## src/rtl/adat_tx_pkg.sv

```systemverilog
package adat_tx_pkg;

    parameter int WORD_W    = 32;
    parameter int SAMPLE_W  = 24;
    parameter int CHANNELS  = 8;
    parameter int NIB_W     = 4;
    parameter int SYNC_LEN  = 11;
    parameter int SUB_W     = 2;
    parameter int SMUX_BIT  = 1;

    localparam int CNT_W        = $clog2(SYNC_LEN);
    localparam int MUL_WIDE     = 1024;
    localparam int SMUX_ON_CODE = 2;

    typedef enum logic [1:0] {
        IN_MUL,
        IN_SMUX,
        IN_RUN,
        IN_DRAIN
    } intake_st_e;

    typedef enum logic [2:0] {
        SEG_SYNC,
        SEG_HEAD,
        SEG_USER,
        SEG_MARK,
        SEG_DATA
    } seg_e;

    typedef struct packed {
        seg_e             seg;
        logic [CNT_W-1:0] cnt;
        logic [SUB_W-1:0] sub;
    } seq_pos_t;

    typedef struct packed {
        logic x4;
        logic smux;
    } cfg_t;

    localparam seq_pos_t POS_INIT = '{seg: SEG_SYNC, cnt: '0, sub: '0};

    function automatic logic [WORD_W-1:0] byte_rev(input logic [WORD_W-1:0] w);
        logic [WORD_W-1:0] r;
        for (int b = 0; b < WORD_W / 8; b++) begin
            r[b*8 +: 8] = w[(WORD_W/8 - 1 - b)*8 +: 8];
        end
        return r;
    endfunction

    function automatic logic [NIB_W-1:0] nib_build(input logic [NIB_W-1:0] u,
                                                   input logic smux);
        logic [NIB_W-1:0] r;
        r = u;
        r[SMUX_BIT] = u[SMUX_BIT] | smux;
        return r;
    endfunction

endpackage

```

## src/rtl/adat_cfg_intake.sv

```systemverilog
module adat_cfg_intake
    import adat_tx_pkg::*;
#(
    parameter int CH = CHANNELS,
    parameter int SW = SAMPLE_W,
    parameter int WW = WORD_W
) (
    input  logic             clk,
    input  logic             rst,
    input  logic [WW-1:0]    in_data,
    input  logic             in_valid,
    input  logic             in_end,
    output logic             in_ready,
    input  logic             frame_take,
    input  logic             seq_active,
    input  logic             seq_halt,
    output cfg_t             cfg,
    output logic             stage_full,
    output logic [CH*SW-1:0] stage_flat,
    output logic             may_start,
    output logic             stop_req
);

    localparam int CH_W = (CH > 1) ? $clog2(CH) : 1;

    intake_st_e      st;
    logic [SW-1:0]   stage [CH];
    logic [CH_W-1:0] idx;
    logic            accept;

    assign in_ready  = (st == IN_MUL) || (st == IN_SMUX) || ((st == IN_RUN) && !stage_full);
    assign accept    = in_valid && in_ready;
    assign may_start = (st == IN_RUN);
    assign stop_req  = (st == IN_DRAIN);

    // channel 0 occupies the most significant slice of the flat vector
    for (genvar i = 0; i < CH; i++) begin : g_flat
        assign stage_flat[(CH-1-i)*SW +: SW] = stage[i];
    end

    always_ff @(posedge clk) begin
        if (rst) begin
            st         <= IN_MUL;
            cfg        <= '0;
            idx        <= '0;
            stage_full <= 1'b0;
            for (int i = 0; i < CH; i++) begin
                stage[i] <= '0;
            end
        end else begin
            case (st)
                IN_MUL: begin
                    if (accept && !in_end) begin
                        cfg.x4 <= (in_data == WW'(MUL_WIDE));
                        st     <= IN_SMUX;
                    end
                end
                IN_SMUX: begin
                    if (accept && !in_end) begin
                        cfg.smux   <= (in_data == WW'(SMUX_ON_CODE));
                        idx        <= '0;
                        stage_full <= 1'b0;
                        st         <= IN_RUN;
                    end
                end
                IN_RUN: begin
                    if (frame_take) begin
                        stage_full <= 1'b0;
                    end
                    if (accept) begin
                        if (in_end) begin
                            idx        <= '0;
                            stage_full <= 1'b0;
                            st         <= seq_active ? IN_DRAIN : IN_MUL;
                        end else begin
                            stage[idx] <= in_data[SW-1:0];
                            if (idx == CH_W'(CH-1)) begin
                                idx        <= '0;
                                stage_full <= 1'b1;
                            end else begin
                                idx <= idx + 1'b1;
                            end
                        end
                    end
                end
                IN_DRAIN: begin
                    if (seq_halt) begin
                        st <= IN_MUL;
                    end
                end
                default: st <= IN_MUL;
            endcase
        end
    end

endmodule

```

## src/rtl/adat_frame_seq.sv

```systemverilog
module adat_frame_seq
    import adat_tx_pkg::*;
#(
    parameter int CH = CHANNELS,
    parameter int SW = SAMPLE_W
) (
    input  logic             clk,
    input  logic             rst,
    input  cfg_t             cfg,
    input  logic [NIB_W-1:0] user_bits,
    input  logic             stage_full,
    input  logic [CH*SW-1:0] stage_flat,
    input  logic             may_start,
    input  logic             stop_req,
    output logic             frame_take,
    output logic             halt,
    output logic             active,
    output logic             line,
    output logic             line_nx
);

    localparam int PAY_W  = CH * SW;
    localparam int GROUPS = PAY_W / NIB_W;
    localparam int GRP_W  = $clog2(GROUPS);

    seq_pos_t         pos, pos_nx;
    logic [GRP_W-1:0] grp;
    logic [PAY_W-1:0] frame_buf, shreg, next_pay;
    logic [NIB_W-1:0] nib_sh;
    logic             last_sub, cur_bit, frame_end, start;

    assign last_sub  = (pos.sub == (cfg.x4 ? SUB_W'(3) : SUB_W'(1)));
    assign frame_end = active && last_sub && (pos.seg == SEG_DATA)
                     && (pos.cnt == CNT_W'(NIB_W-1)) && (grp == GRP_W'(GROUPS-1));
    assign start      = !active && may_start && stage_full;
    assign frame_take = start || (frame_end && !stop_req && stage_full);
    assign halt       = frame_end && stop_req;
    assign next_pay   = stage_full ? stage_flat : frame_buf;

    always_comb begin
        case (pos.seg)
            SEG_HEAD: cur_bit = 1'b1;
            SEG_USER: cur_bit = nib_sh[NIB_W-1];
            SEG_MARK: cur_bit = 1'b1;
            SEG_DATA: cur_bit = shreg[PAY_W-1];
            default:  cur_bit = 1'b0;
        endcase
    end

    assign line_nx = (active && (pos.sub == '0)) ? (line ^ cur_bit) : line;

    always_comb begin
        pos_nx = pos;
        if (!last_sub) begin
            pos_nx.sub = pos.sub + 1'b1;
        end else begin
            pos_nx.sub = '0;
            case (pos.seg)
                SEG_SYNC: begin
                    if (pos.cnt == CNT_W'(SYNC_LEN-1)) begin
                        pos_nx.seg = SEG_HEAD;
                        pos_nx.cnt = '0;
                    end else begin
                        pos_nx.cnt = pos.cnt + 1'b1;
                    end
                end
                SEG_HEAD: begin
                    pos_nx.seg = SEG_USER;
                    pos_nx.cnt = '0;
                end
                SEG_USER: begin
                    if (pos.cnt == CNT_W'(NIB_W-1)) begin
                        pos_nx.seg = SEG_MARK;
                        pos_nx.cnt = '0;
                    end else begin
                        pos_nx.cnt = pos.cnt + 1'b1;
                    end
                end
                SEG_MARK: begin
                    pos_nx.seg = SEG_DATA;
                    pos_nx.cnt = '0;
                end
                SEG_DATA: begin
                    if (pos.cnt == CNT_W'(NIB_W-1)) begin
                        pos_nx.seg = SEG_MARK;
                        pos_nx.cnt = '0;
                    end else begin
                        pos_nx.cnt = pos.cnt + 1'b1;
                    end
                end
                default: pos_nx = POS_INIT;
            endcase
        end
    end

    always_ff @(posedge clk) begin
        if (rst) begin
            active    <= 1'b0;
            pos       <= POS_INIT;
            grp       <= '0;
            frame_buf <= '0;
            shreg     <= '0;
            nib_sh    <= '0;
            line      <= 1'b0;
        end else begin
            line <= line_nx;
            if (start) begin
                active    <= 1'b1;
                pos       <= POS_INIT;
                grp       <= '0;
                frame_buf <= stage_flat;
                shreg     <= stage_flat;
                nib_sh    <= nib_build(user_bits, cfg.smux);
            end else if (active) begin
                if (frame_end) begin
                    pos <= POS_INIT;
                    grp <= '0;
                    if (stop_req) begin
                        active <= 1'b0;
                    end else begin
                        frame_buf <= next_pay;
                        shreg     <= next_pay;
                        nib_sh    <= nib_build(user_bits, cfg.smux);
                    end
                end else begin
                    pos <= pos_nx;
                    if (last_sub) begin
                        if (pos.seg == SEG_USER) begin
                            nib_sh <= {nib_sh[NIB_W-2:0], 1'b0};
                        end
                        if (pos.seg == SEG_DATA) begin
                            shreg <= {shreg[PAY_W-2:0], 1'b0};
                            if (pos.cnt == CNT_W'(NIB_W-1)) begin
                                grp <= grp + 1'b1;
                            end
                        end
                    end
                end
            end
        end
    end

endmodule

```

## src/rtl/adat_word_pack.sv

```systemverilog
module adat_word_pack
    import adat_tx_pkg::*;
#(
    parameter int WW = WORD_W
) (
    input  logic          clk,
    input  logic          rst,
    input  logic          act,
    input  logic          line_nx,
    output logic [WW-1:0] word_data,
    output logic          word_valid
);

    localparam int CW = $clog2(WW);

    logic [WW-1:0] sh;
    logic [WW-1:0] sh_nx;
    logic [CW-1:0] cnt;

    assign sh_nx = {sh[WW-2:0], line_nx};

    always_ff @(posedge clk) begin
        if (rst) begin
            sh         <= '0;
            cnt        <= '0;
            word_data  <= '0;
            word_valid <= 1'b0;
        end else begin
            word_valid <= 1'b0;
            if (act) begin
                sh  <= sh_nx;
                cnt <= cnt + 1'b1;
                if (cnt == CW'(WW-1)) begin
                    word_data  <= byte_rev(sh_nx);
                    word_valid <= 1'b1;
                end
            end
        end
    end

endmodule

```

## src/rtl/adat_lightpipe_tx.sv

```systemverilog
module adat_lightpipe_tx
    import adat_tx_pkg::*;
#(
    parameter int CH = CHANNELS,
    parameter int SW = SAMPLE_W,
    parameter int WW = WORD_W
) (
    input  logic          clk,
    input  logic          rst,
    input  logic [WW-1:0] in_data,
    input  logic          in_valid,
    input  logic          in_end,
    output logic          in_ready,
    input  logic [3:0]    user_bits,
    output logic          tx_line,
    output logic [WW-1:0] word_data,
    output logic          word_valid
);

    cfg_t             cfg;
    logic             cfg_x4;
    logic             stage_full, may_start, stop_req;
    logic [CH*SW-1:0] stage_flat;
    logic             frame_take, seq_halt, seq_active, line_nx;

    assign cfg_x4 = cfg.x4;

    adat_cfg_intake #(.CH(CH), .SW(SW), .WW(WW)) u_intake (
        .clk        (clk),
        .rst        (rst),
        .in_data    (in_data),
        .in_valid   (in_valid),
        .in_end     (in_end),
        .in_ready   (in_ready),
        .frame_take (frame_take),
        .seq_active (seq_active),
        .seq_halt   (seq_halt),
        .cfg        (cfg),
        .stage_full (stage_full),
        .stage_flat (stage_flat),
        .may_start  (may_start),
        .stop_req   (stop_req)
    );

    adat_frame_seq #(.CH(CH), .SW(SW)) u_seq (
        .clk        (clk),
        .rst        (rst),
        .cfg        (cfg),
        .user_bits  (user_bits),
        .stage_full (stage_full),
        .stage_flat (stage_flat),
        .may_start  (may_start),
        .stop_req   (stop_req),
        .frame_take (frame_take),
        .halt       (seq_halt),
        .active     (seq_active),
        .line       (tx_line),
        .line_nx    (line_nx)
    );

    adat_word_pack #(.WW(WW)) u_pack (
        .clk        (clk),
        .rst        (rst),
        .act        (seq_active),
        .line_nx    (line_nx),
        .word_data  (word_data),
        .word_valid (word_valid)
    );

endmodule

```

## config.mk

```make
export PLATFORM = sky130hd
export DESIGN_NAME = adat_lightpipe_tx
export DESIGN_NICKNAME = d
export VERILOG_FILES = /design/src/rtl/adat_tx_pkg.sv /design/src/rtl/adat_cfg_intake.sv /design/src/rtl/adat_frame_seq.sv /design/src/rtl/adat_word_pack.sv /design/src/rtl/adat_lightpipe_tx.sv
export SDC_FILE = /design/constraint.sdc
export NUM_CORES = 1
export LEC_CHECK = 0
export BUFFER_PORTS_ARGS = -buffer_cell sky130_fd_sc_hd__buf_2
export CORE_ASPECT_RATIO = 1.75
export CORE_UTILIZATION = 35
export DETAILED_ROUTE_END_ITERATION = 8
export PLACE_DENSITY = 0.54
export SKIP_CTS_REPAIR_TIMING = 1
export SLEW_MARGIN = 20
export SYNTH_ARGS = -nofsm -noshare
export SYNTH_HDL_FRONTEND = slang
export SYNTH_HIERARCHICAL = 1
export SYNTH_SLANG_ARGS = --single-unit
```

## constraint.sdc

```tcl
create_clock -name clk -period 2.44 [get_ports clk]
set_clock_uncertainty 0.05 [all_clocks]
set_input_delay 0.488 -clock clk [delete_from_list [all_inputs] [get_ports clk]]
set_output_delay 0.488 -clock clk [all_outputs]
set_load 0.01 [all_outputs]
```

==> metrics, run 1 <==
#FFs+latches synth=674; Gate Count Post-Synth=between 3000 and 4000; most common cell in the netlist=dfxtp_1; initial antenna violation count=6; post-synth top area share=0.323; worst min path class=input port to flip-flop; fin crit share=1.01; CTS max path bufs=3; largest cells by area after synthesis=dfxtp_1 (32%), edfxtp_1 (19%), o41ai_2 (8.7%); leading area contributor after synthesis=dfxtp_1; Reg2Reg Depth=9; number of DRC markers in iteration 0=roughly 1400; Final HPWL DP=51700 µm; clk sink count=674; die height=389 µm; Via density=between 5 and 6; GRT overflow=0; TNS Setup=-0.0158 ns; nets=~3200; Die Span X=223 µm; final setup violation count=1; worst skew pair latency=0.65 ns; P&R area growth vs syn=15.5%; final WL=84700 µm; Peak Freq=between 400 and 500 MHz; failing checks=negative setup slack; Crit. End Element=output pin; H-tree depth=2; pre-CTS setup slack=roughly 0.013 ns; Final Critical Period=2.46 ns; Cells after DPL=4117; largest net degree at the start of global routing=between 100 and 150; Fin Hold WS=0.0572 ns; VDD IR-drop max=0.000531 V; FP Rows=between 100 and 150; GPL Wtd Cong=0.752; clock transition at the registers of the reported paths=~0.07 ns; Vias=~22000; Fin. Hold Viols=0; post-synthesis cell area=between 0.02 and 0.03 mm²; Syn Nets=approximately 3100; critical path launch point type=flip-flop; Core Util, Final=0.409; root buf cell=clkbuf_16; Synth async-reset ratio=0; layout cells sized above 1=0.197; Remaining DRCs=0; register area share after synthesis=0.516; Mapped Avg Cell Area=about 9.7 µm²; RSZ-0062 raised after global routing=true; vias in the first global route=22500; EDFF count, synth=192; I/O Buffers=74; initial core utilization=0.354; CTS buffer count=60; min setup slack post-route=-0.0158 ns; CP arrival=roughly 1.9 ns; Yosys warning total=6; aggregate global-route resource usage=0.190; Finished Cell Area=0.0345 mm²; Critical Path Fanout Max=6; CTS tree=yes; Worst Hold Launch=user_bits[0]; final slew viol count=0; worst-margin pin slew=around 0.74 ns; Data required, critical path=1.90 ns; Overall Power=approximately 23 mW; Rel. slew slack=0.506; IO Pins=75; placeable core area=0.0845 mm²; antenna viol nets, final=0; Synth cell types=between 70 and 80; Cell Pwr Density=roughly 660 mW/mm²; dpl cell area=between 0.03 and 0.04 mm²; critical path type=flip-flop to output pin; Layout Cells excl Fill=roughly 4300; 1st-pass router iterations=7; R2R Path Start=u_intake/st[0]$_SDFFE_PP0P_; Max Cap Violations=0; outcome=finished with violations; ys flop type=dfxtp_1; wire per inst=between 15 and 20 µm; worst hold stages=3; Worst Setup SP=u_intake/st[1]$_SDFFE_PP0P_; P_leak=12.7 nW; DIE AREA=approximately 0.087 mm²; synth cell count leaders=dfxtp_1 (482), nor2_1 (441), nand2_1 (401); first-pass GRT wire length=130000 µm
[layout make-up]
type                            count  area [µm²]
Sequential cell                   674       15400
Timing Repair Buffer              258        2600
Antenna cell                        2        5.00
Clock buffer                       83        1680
Fill cell                        8204       50000
Clock inverter                     31         248
Tap cell                         1072        1340
Multi-Input combinational cell   2116       13200
Inverter                           15        61.3
[registers in the layout, summed over array words and instances, names as in the netlist, 2 cells and up]
register / flops
u_pack/word_data: 32
u_pack/sh: 31
u_intake/cfg: 2
u_intake/idx: 3
u_intake/st: 2
u_seq/pos: 9
u_seq/frame_buf: 192
u_seq/grp: 6
u_pack/cnt: 5
u_seq/shreg: 192
u_intake/stage: 192
u_seq/nib_sh: 4
[worst paths after layout]
check / end / slack [ns]
max: in_ready / -0.02
min: u_seq/nib_sh[0]$_SDFFE_PP0P_ / 0.06
max reg2reg: u_intake/stage[3][4]$_SDFFCE_PN0P_ / 0.10
min reg2reg: u_seq/frame_buf[113]$_SDFFE_PP0P_ / 0.40
[report_power, final]
group          internal, mW  leakage (nW)  switching [mW]  total [mW]
Sequential             11.7          5.87           0.101        11.8
Clock                  5.07         0.952            4.46        9.53
Combinational         0.576          5.86            1.06        1.64
[metal layers]
layer / vias up / GRT usage / wire length [µm]
met4: 2 / 0.0745 / 2740
met2: 421 / 0.343 / 43100
met1: 11100 / 0.228 / 36100
li1: 10900 / - / -
met3: 120 / 0.0200 / 2790
met5: - / 0 / 15
[cell usage in the layout, fill, tap and decap left out, types with 6 or more instances in the layout]
cell / instances
dfxtp_1: 476
nor2_1: 441
nand2_1: 401
a21oi_1: 243
nand3b_1: 194
edfxtp_1: 192
o41ai_2: 160
and2_1: 143
buf_4: 118
o21ai_0: 110
o21ai_1: 93
buf_2: 72
clkbuf_16: 68
and2_2: 55
buf_12: 54
nand3_1: 41
mux2i_1: 36
o41ai_1: 32
a21bo_2: 20
clkbuf_1: 16
clkinv_2: 13
a21bo_1: 13
inv_1: 12
nand2b_1: 10
clkinv_1: 8
or2_2: 8
nor2b_1: 8
nor4_1: 8
nand4_1: 8
a211oi_1: 6
ha_1: 6
xnor2_1: 6
[worst max-delay path, stage by stage (launching register included)]
cell and delay [ns]:
dfxtp_4 0.36, buf_6 0.11, ha_4 0.17, and2b_2 0.22, or2_4 0.29, buf_6 0.13
[cell families after synthesis]
| kind of cell | after synthesis | share of synthesized area |
|---|---|---|
| buf+inv | 282 | 0.0478 |
| mux | 38 | 0.0128 |
| compound gates | 710 | 0.194 |
| simple gates | 1348 | 0.223 |
| fa+ha+maj | 12 | 0.00502 |
| xor+xnor | 8 | 0.00234 |
| flops | 674 | 0.516 |
Power figures use the tool's default switching activity.
==> inputs of run 2 (changes only) <==
--- a/config.mk
+++ b/config.mk
@@ -5,12 +5,12 @@
 export SDC_FILE = /design/constraint.sdc
 export NUM_CORES = 1
 export LEC_CHECK = 0
+export ABC_AREA = 1
 export BUFFER_PORTS_ARGS = -buffer_cell sky130_fd_sc_hd__buf_2
 export CORE_ASPECT_RATIO = 1.75
 export CORE_UTILIZATION = 35
 export DETAILED_ROUTE_END_ITERATION = 8
 export PLACE_DENSITY = 0.54
-export SKIP_CTS_REPAIR_TIMING = 1
 export SLEW_MARGIN = 20
 export SYNTH_ARGS = -nofsm -noshare
 export SYNTH_HDL_FRONTEND = slang
==> metrics, run 2 <==
Fin Hold WS=0.184 ns; Reg2Reg Depth=12; IO Pins=75; TNS Setup=0 ns; largest cells by area after synthesis=dfxtp_1 (30%), edfxtp_1 (18%), nand2_1 (11%); Reg2Reg Capture Point=u_seq/shreg[166]$_SDFFE_PP0P_; EDFF count, synth=between 150 and 200; CTS max path bufs=3; Finished Cell Area=about 0.038 mm²; worst hold stages=4; Rel. slew slack=0.489; Final HPWL DP=slightly below 70000 µm; post-synthesis cell area=0.0325 mm²; layout cells sized above 1=0.0912; critical path launch point type=flip-flop; I/O Buffers=74; worst min path class=input port to flip-flop; Gate Count Post-Synth=4606; fillcell total=9521; wire per inst=19.3 µm; Layout Cells excl Fill=5853; Buf+Inv Stages, Crit Path=3; Cells after DPL=5725; DIE AREA=about 0.094 mm²; Crit. End Element=output pin; worst skew pair latency=about 0.64 ns; Regs by FF count=u_intake/stage: 192 flops, u_seq/frame_buf: 192 flops, u_seq/shreg: 192 flops; number of DRC markers in iteration 0=2327; most frequent cells in the layout=nand2_1 (930), nor2_1 (908), inv_1 (505), o21ai_0 (498), dfxtp_1 (479); Sequential Area=~0.015 mm²; ys flop type=dfxtp_1; CP arrival=1.83 ns; Data required, critical path=1.90 ns; die height=just over 400 µm; post-cts hold buffer count=0; nets=4660; Via density=5.14; worst path cell trace=inv_1 -> ha_2 -> nand2_1 -> nand2_2 -> buf_4 -> buf_2; most common cell after layout, fill and taps aside=nand2_1; met3 Use GR=0.0294; Remaining DRCs=0; Peak Freq=422 MHz; Fin. Hold Viols=0; outcome=completed; CTS tree=yes; busiest grt layer=met2; leading area contributor after synthesis=dfxtp_1; placeable core area=0.0920 mm²; GPL Wtd Cong=0.823; Reg2Reg Setup Slack=0.16 ns; Yosys warning total=6; fin crit share=0.972; area of the multi-input gates=0.0137 mm²; final slew viol count=0; Cell Pwr Density=733 mW/mm²; Final Critical Period=2.37 ns; vias in the first global route=28600; VDD IR-drop max=between 0.0004 and 0.0005 V; Critical Path Fanout Max=4; synth cell count leaders=nand2_1 (938), nor2_1 (913), inv_1 (505); initial antenna violation count=0; #FFs+latches synth=674; CTS buffer count=67; register area share after synthesis=0.474; final WL=between 100000 and 150000 µm; ant diodes=0; critical path type=flip-flop to output pin; aggregate global-route resource usage=0.236; GR Util met1=0.269; antenna viol nets, final=0; clk sink count=674; final setup violation count=0; Synth cell types=43; P&R area growth vs syn=15.3%; Syn Nets=4658; Worst Hold Launch=user_bits[0]; Synth async-reset ratio=0; H-tree depth=3; CP max stage cell=dfxtp_2; GRT overflow=0; first-pass GRT wire length=170000 µm; Max Cap Violations=0; worst-margin pin slew=0.766 ns; clock transition at the registers of the reported paths=about 0.070 ns; R2R Path Start=u_seq/grp[1]$_SDFFE_PP0P_; Mapped Avg Cell Area=7.06 µm²; most common cell in the netlist=nand2_1; largest net degree at the start of global routing=around 110; dpl cell area=between 0.03 and 0.04 mm²; CP top delay family=buffers and inverters; CP max stage delay=0.34 ns; RSZ-0062 raised after global routing=true; Vias=roughly 30000; Hold Path End=u_seq/nib_sh[0]$_SDFFE_PP0P_; P_leak=16.3 nW; initial core utilization=0.354; 1st-pass router iterations=6; Die Span X=232 µm; GRT met2 Usage=0.433; post-synth top area share=0.297; root buf cell=clkbuf_16; FP Rows=roughly 150
-- run 2: cell types whose count changed after synthesis, sizes merged, moves of 193 or more --
cell,before,now
inv,15,511
nand2,401,956
nor2,441,918
nand3b,194,1
o21ai,204,499
and2,198,3
-- run 2: power breakdown --
| part | total (mW) | switching [mW] | internal [mW] |
|---|---|---|---|
| sequential | 12.2 | 0.213 | 11.9 |
| clock | 10.5 | 4.59 | 5.94 |
| combinational | 4.78 | 3.32 | 1.46 |
-- run 2: worst max-delay path by stage --
stage	startpoint	endpoint	slack, ns	cells after the start
finish	u_intake/st[0]$_SDFFE_PP0P_	in_ready	0.07	6
detailed placement	u_intake/st[0]$_SDFFE_PP0P_	u_seq/shreg[62]$_SDFFE_PP0P_	0.15	10
floorplan	u_intake/st[0]$_SDFFE_PP0P_	u_intake/stage[4][0]$_SDFFCE_PN0P_	0.03	11
CTS	u_intake/st[1]$_SDFFE_PP0P_	in_ready	0.01	6
global placement	u_seq/grp[0]$_SDFFE_PP0P_	u_seq/shreg[102]$_SDFFE_PP0P_	0.16	10
global route	u_intake/st[0]$_SDFFE_PP0P_	in_ready	-0.01	6
-- run 2: metrics by stage --
stage | setup WS, ns | power, mW | util
5_1_grt | -0.0134 | 28.7 | 0.408
4_1_cts | 0.0137 | 27.7 | 0.407
3_3_place_gp | 0.157 | 17.1 | 0.383
6_report | 0.0686 | 27.5 | 0.408
3_5_place_dp | 0.155 | 17.1 | 0.383
2_1_floorplan | 0.0340 | 15.5 | -
-- run 2: final cells by class --
type                            count  area share
Inverter                          525      0.0530
Multi-Input combinational cell   3075       0.365
Sequential cell                   674       0.411
Clock buffer                      103      0.0530
Clock inverter                     19     0.00460
Tap cell                         1192      0.0398
Timing Repair Buffer              265      0.0730
-- run 2: cells by family (layout without fill, tap and decap cells) --
| kind of cell | Yosys count | count (layout) | share of synthesized area |
|---|---|---|---|
| AOI/OAI and AO/OA | 752 | 752 | 0.118 |
| xor gates and xnor gates | 3 | 3 | 0.000808 |
| adders and majority gates | 12 | 12 | 0.00462 |
| buffers and inverters | 857 | 912 | 0.108 |
| DFF | 674 | 674 | 0.474 |
| muxes | 2 | 2 | 0.000692 |
| and+or+nand+nor | 2306 | 2306 | 0.294 |
-- run 2: worst reg2reg max path: stages, from the launching register on --
cell and delay, ns:
dfxtp_1 0.34, ha_1 0.20, nand3_1 0.17, buf_4 0.19, nor2_4 0.16, nand4_1 0.16
nand3b_1 0.17, buf_4 0.16, buf_12 0.18, buf_4 0.24, nand2_1 0.08, inv_1 0.06
nor2_1 0.03
-- run 2: metal layers --
layer | up-vias | share of wire
li1 | 14700 | -
met1 | 14400 | 0.40
met2 | 817 | 0.51
met3 | 217 | 0.046
met4 | 0 | 0.043
met5 | - | 0
-- run 2: repair_timing --
action / CTS / global route
setup endpoints to repair: 1 / 28
pin swaps: 0 / 2
gates cloned: 0 / 2
gates resized for setup: 2 / 6
hold endpoints to repair: 0 / 0
buffers inserted: 0 / 4
==> inputs of run 3 (changes only) <==
--- a/config.mk
+++ b/config.mk
@@ -9,8 +9,9 @@
 export BUFFER_PORTS_ARGS = -buffer_cell sky130_fd_sc_hd__buf_2
 export CORE_ASPECT_RATIO = 1.75
 export CORE_UTILIZATION = 35
+export CTS_CLUSTER_DIAMETER = 150
 export DETAILED_ROUTE_END_ITERATION = 8
-export PLACE_DENSITY = 0.54
+export PLACE_DENSITY = 0.6
 export SLEW_MARGIN = 20
 export SYNTH_ARGS = -nofsm -noshare
 export SYNTH_HDL_FRONTEND = slang
==> constraint.sdc (replaced) <==
create_clock -name clk -period 2.54 [get_ports clk]
set_clock_uncertainty 0.05 [all_clocks]
set_input_delay 0.508 -clock clk [delete_from_list [all_inputs] [get_ports clk]]
set_output_delay 0.508 -clock clk [all_outputs]
set_load 0.01 [all_outputs]
==> metrics, run 3 (synthesized netlist as in run 2, its figures left out) <==
final setup violation count=0; Max Cap Violations=0; layout cells sized above 1=0.0844; CP max stage delay=about 0.36 ns; TNS Setup=0 ns; aggregate global-route resource usage=0.229; largest net degree at the start of global routing=120; most frequent cells in the layout=nand2_1 (930), nor2_1 (909), inv_1 (505), o21ai_0 (498), dfxtp_1 (479); area of the multi-input gates=0.0137 mm²; Via density=5.20; most common cell after layout, fill and taps aside=nand2_1; Finished Cell Area=0.0371 mm²; Die Span X=between 200 and 250 µm; Vias=between 30000 and 40000; Data required, critical path=~2.0 ns; Rel. slew slack=0.478; worst skew pair latency=0.63 ns; outcome=completed; Layout Cells excl Fill=5812; IO Pins=75; min setup slack post-route=approximately 0.11 ns; initial antenna violation count=2; final WL=109000 µm; Fin. Hold Viols=0; Sequential Area=0.0154 mm²; setup bufs post-CTS=0; CTS max path bufs=3; vias in the first global route=28600; die height=405 µm; critical path launch point type=flip-flop; clock transition at the registers of the reported paths=0.06 ns; post-cts hold buffer count=0; fillcell total=9504; Fin Hold WS=0.204 ns; CTS tree=yes; Final Critical Period=approximately 2.4 ns; pre-CTS setup slack=0.125 ns; P_leak=16.0 nW; Critical Path Fanout Max=6; worst-margin pin slew=0.784 ns; DIE AREA=between 0.09 and 0.1 mm²; final slew viol count=0; initial core utilization=0.354; antenna viol nets, final=0; Peak Freq=between 400 and 500 MHz; FP Rows=147; routed wl met3=6240 µm; nets=4621; CTS buffer count=66; placeable core area=0.0920 mm²; Cells after DPL=5692; Final HPWL DP=~66000 µm; Top Metal Used=met4; Overall Power=26.4 mW; GPL Wtd Cong=0.842; GRT overflow=0; worst min path class=input port to flip-flop; number of DRC markers in iteration 0=between 2000 and 2500; Buf+Inv Stages, Crit Path=3; fin crit share=0.957; Regs by FF count=u_intake/stage: 192 flops, u_seq/frame_buf: 192 flops, u_seq/shreg: 192 flops; CP max stage cell=dfxtp_2; Cell Pwr Density=around 710 mW/mm²; root buf cell=clkbuf_16; 1st-pass router iterations=6; VDD IR-drop max=around 0.00043 V; CP arrival=1.87 ns; CP top delay family=buffers and inverters; critical path type=flip-flop to output pin; I/O Buffers=74; P&R area growth vs syn=14.0%; Core Util, Final=0.403; met2 wire length=54800 µm; WL met1=41900 µm; worst path cell trace=inv_1 -> ha_1 -> nor2_1 -> nand2_2 -> buf_4 -> buf_2; Remaining DRCs=0; first-pass GRT wire length=166000 µm; dpl cell area=0.0348 mm²; wire per inst=18.8 µm; clk sink count=674; RSZ-0062 raised after global routing=false; ant diodes=0; H-tree depth=3; Crit. End Element=output pin
[run 3: cell count changes in the layout (fill, tap and decap cells not counted), sizes merged]
cell | before | now
bufinv | 3 | 7
buf | 263 | 226
clkinv | 28 | 32
clkinvlp | 1 | 3
inv | 512 | 514
clkbuf | 105 | 89
[run 3: timing repair]
| action | CTS | global route |
|---|---|---|
| setup endpoints to repair | 1 | 37 |
| gates cloned | 0 | 1 |
| resized for setup | 1 | 3 |
[run 3: report_power, final]
group          internal [mW]  switching [mW]
registers               11.5           0.241
logic                   1.28            3.09
clock network           5.89            4.46
total                   18.6            7.79
[run 3: area by class of cell]
cell class / instances / area share
clock buffers: 88 / 0.0501
clock inverters: 31 / 0.00955
inverters: 525 / 0.0536
multi-input cells: 3075 / 0.369
flip-flops and latches: 674 / 0.416
well taps: 1192 / 0.0402
repair buffers: 227 / 0.0613
[run 3: worst register-to-register path, delay by kind of cell, from the launching register on]
family                     cells  cell delay (ns)
adders and majority gates      1             0.26
and+or+nand+nor                7             0.71
DFF                            1             0.34
buffers and inverters          4             0.90
[run 3: layer usage]
layer,track usage,vias up
li1,-,14700
met1,0.255,14300
met2,0.411,1050
met3,0.0286,267
met4,0.136,0
met5,0,-
[run 3: worst paths after layout]
kind | from | end | slack [ns] | cells past startpoint
worst min-delay path | user_bits[0] | u_seq/nib_sh[0]$_SDFFE_PP0P_ | 0.20 | 4
worst max-delay path | u_intake/st[1]$_SDFFE_PP0P_ | in_ready | 0.11 | 6
worst min register to register | u_pack/word_data[11]$_SDFFE_PP0P_ | u_pack/word_data[11]$_SDFFE_PP0P_ | 0.41 | 2
worst max register to register | u_intake/st[0]$_SDFFE_PP0P_ | u_seq/shreg[157]$_SDFFE_PP0P_ | 0.17 | 12
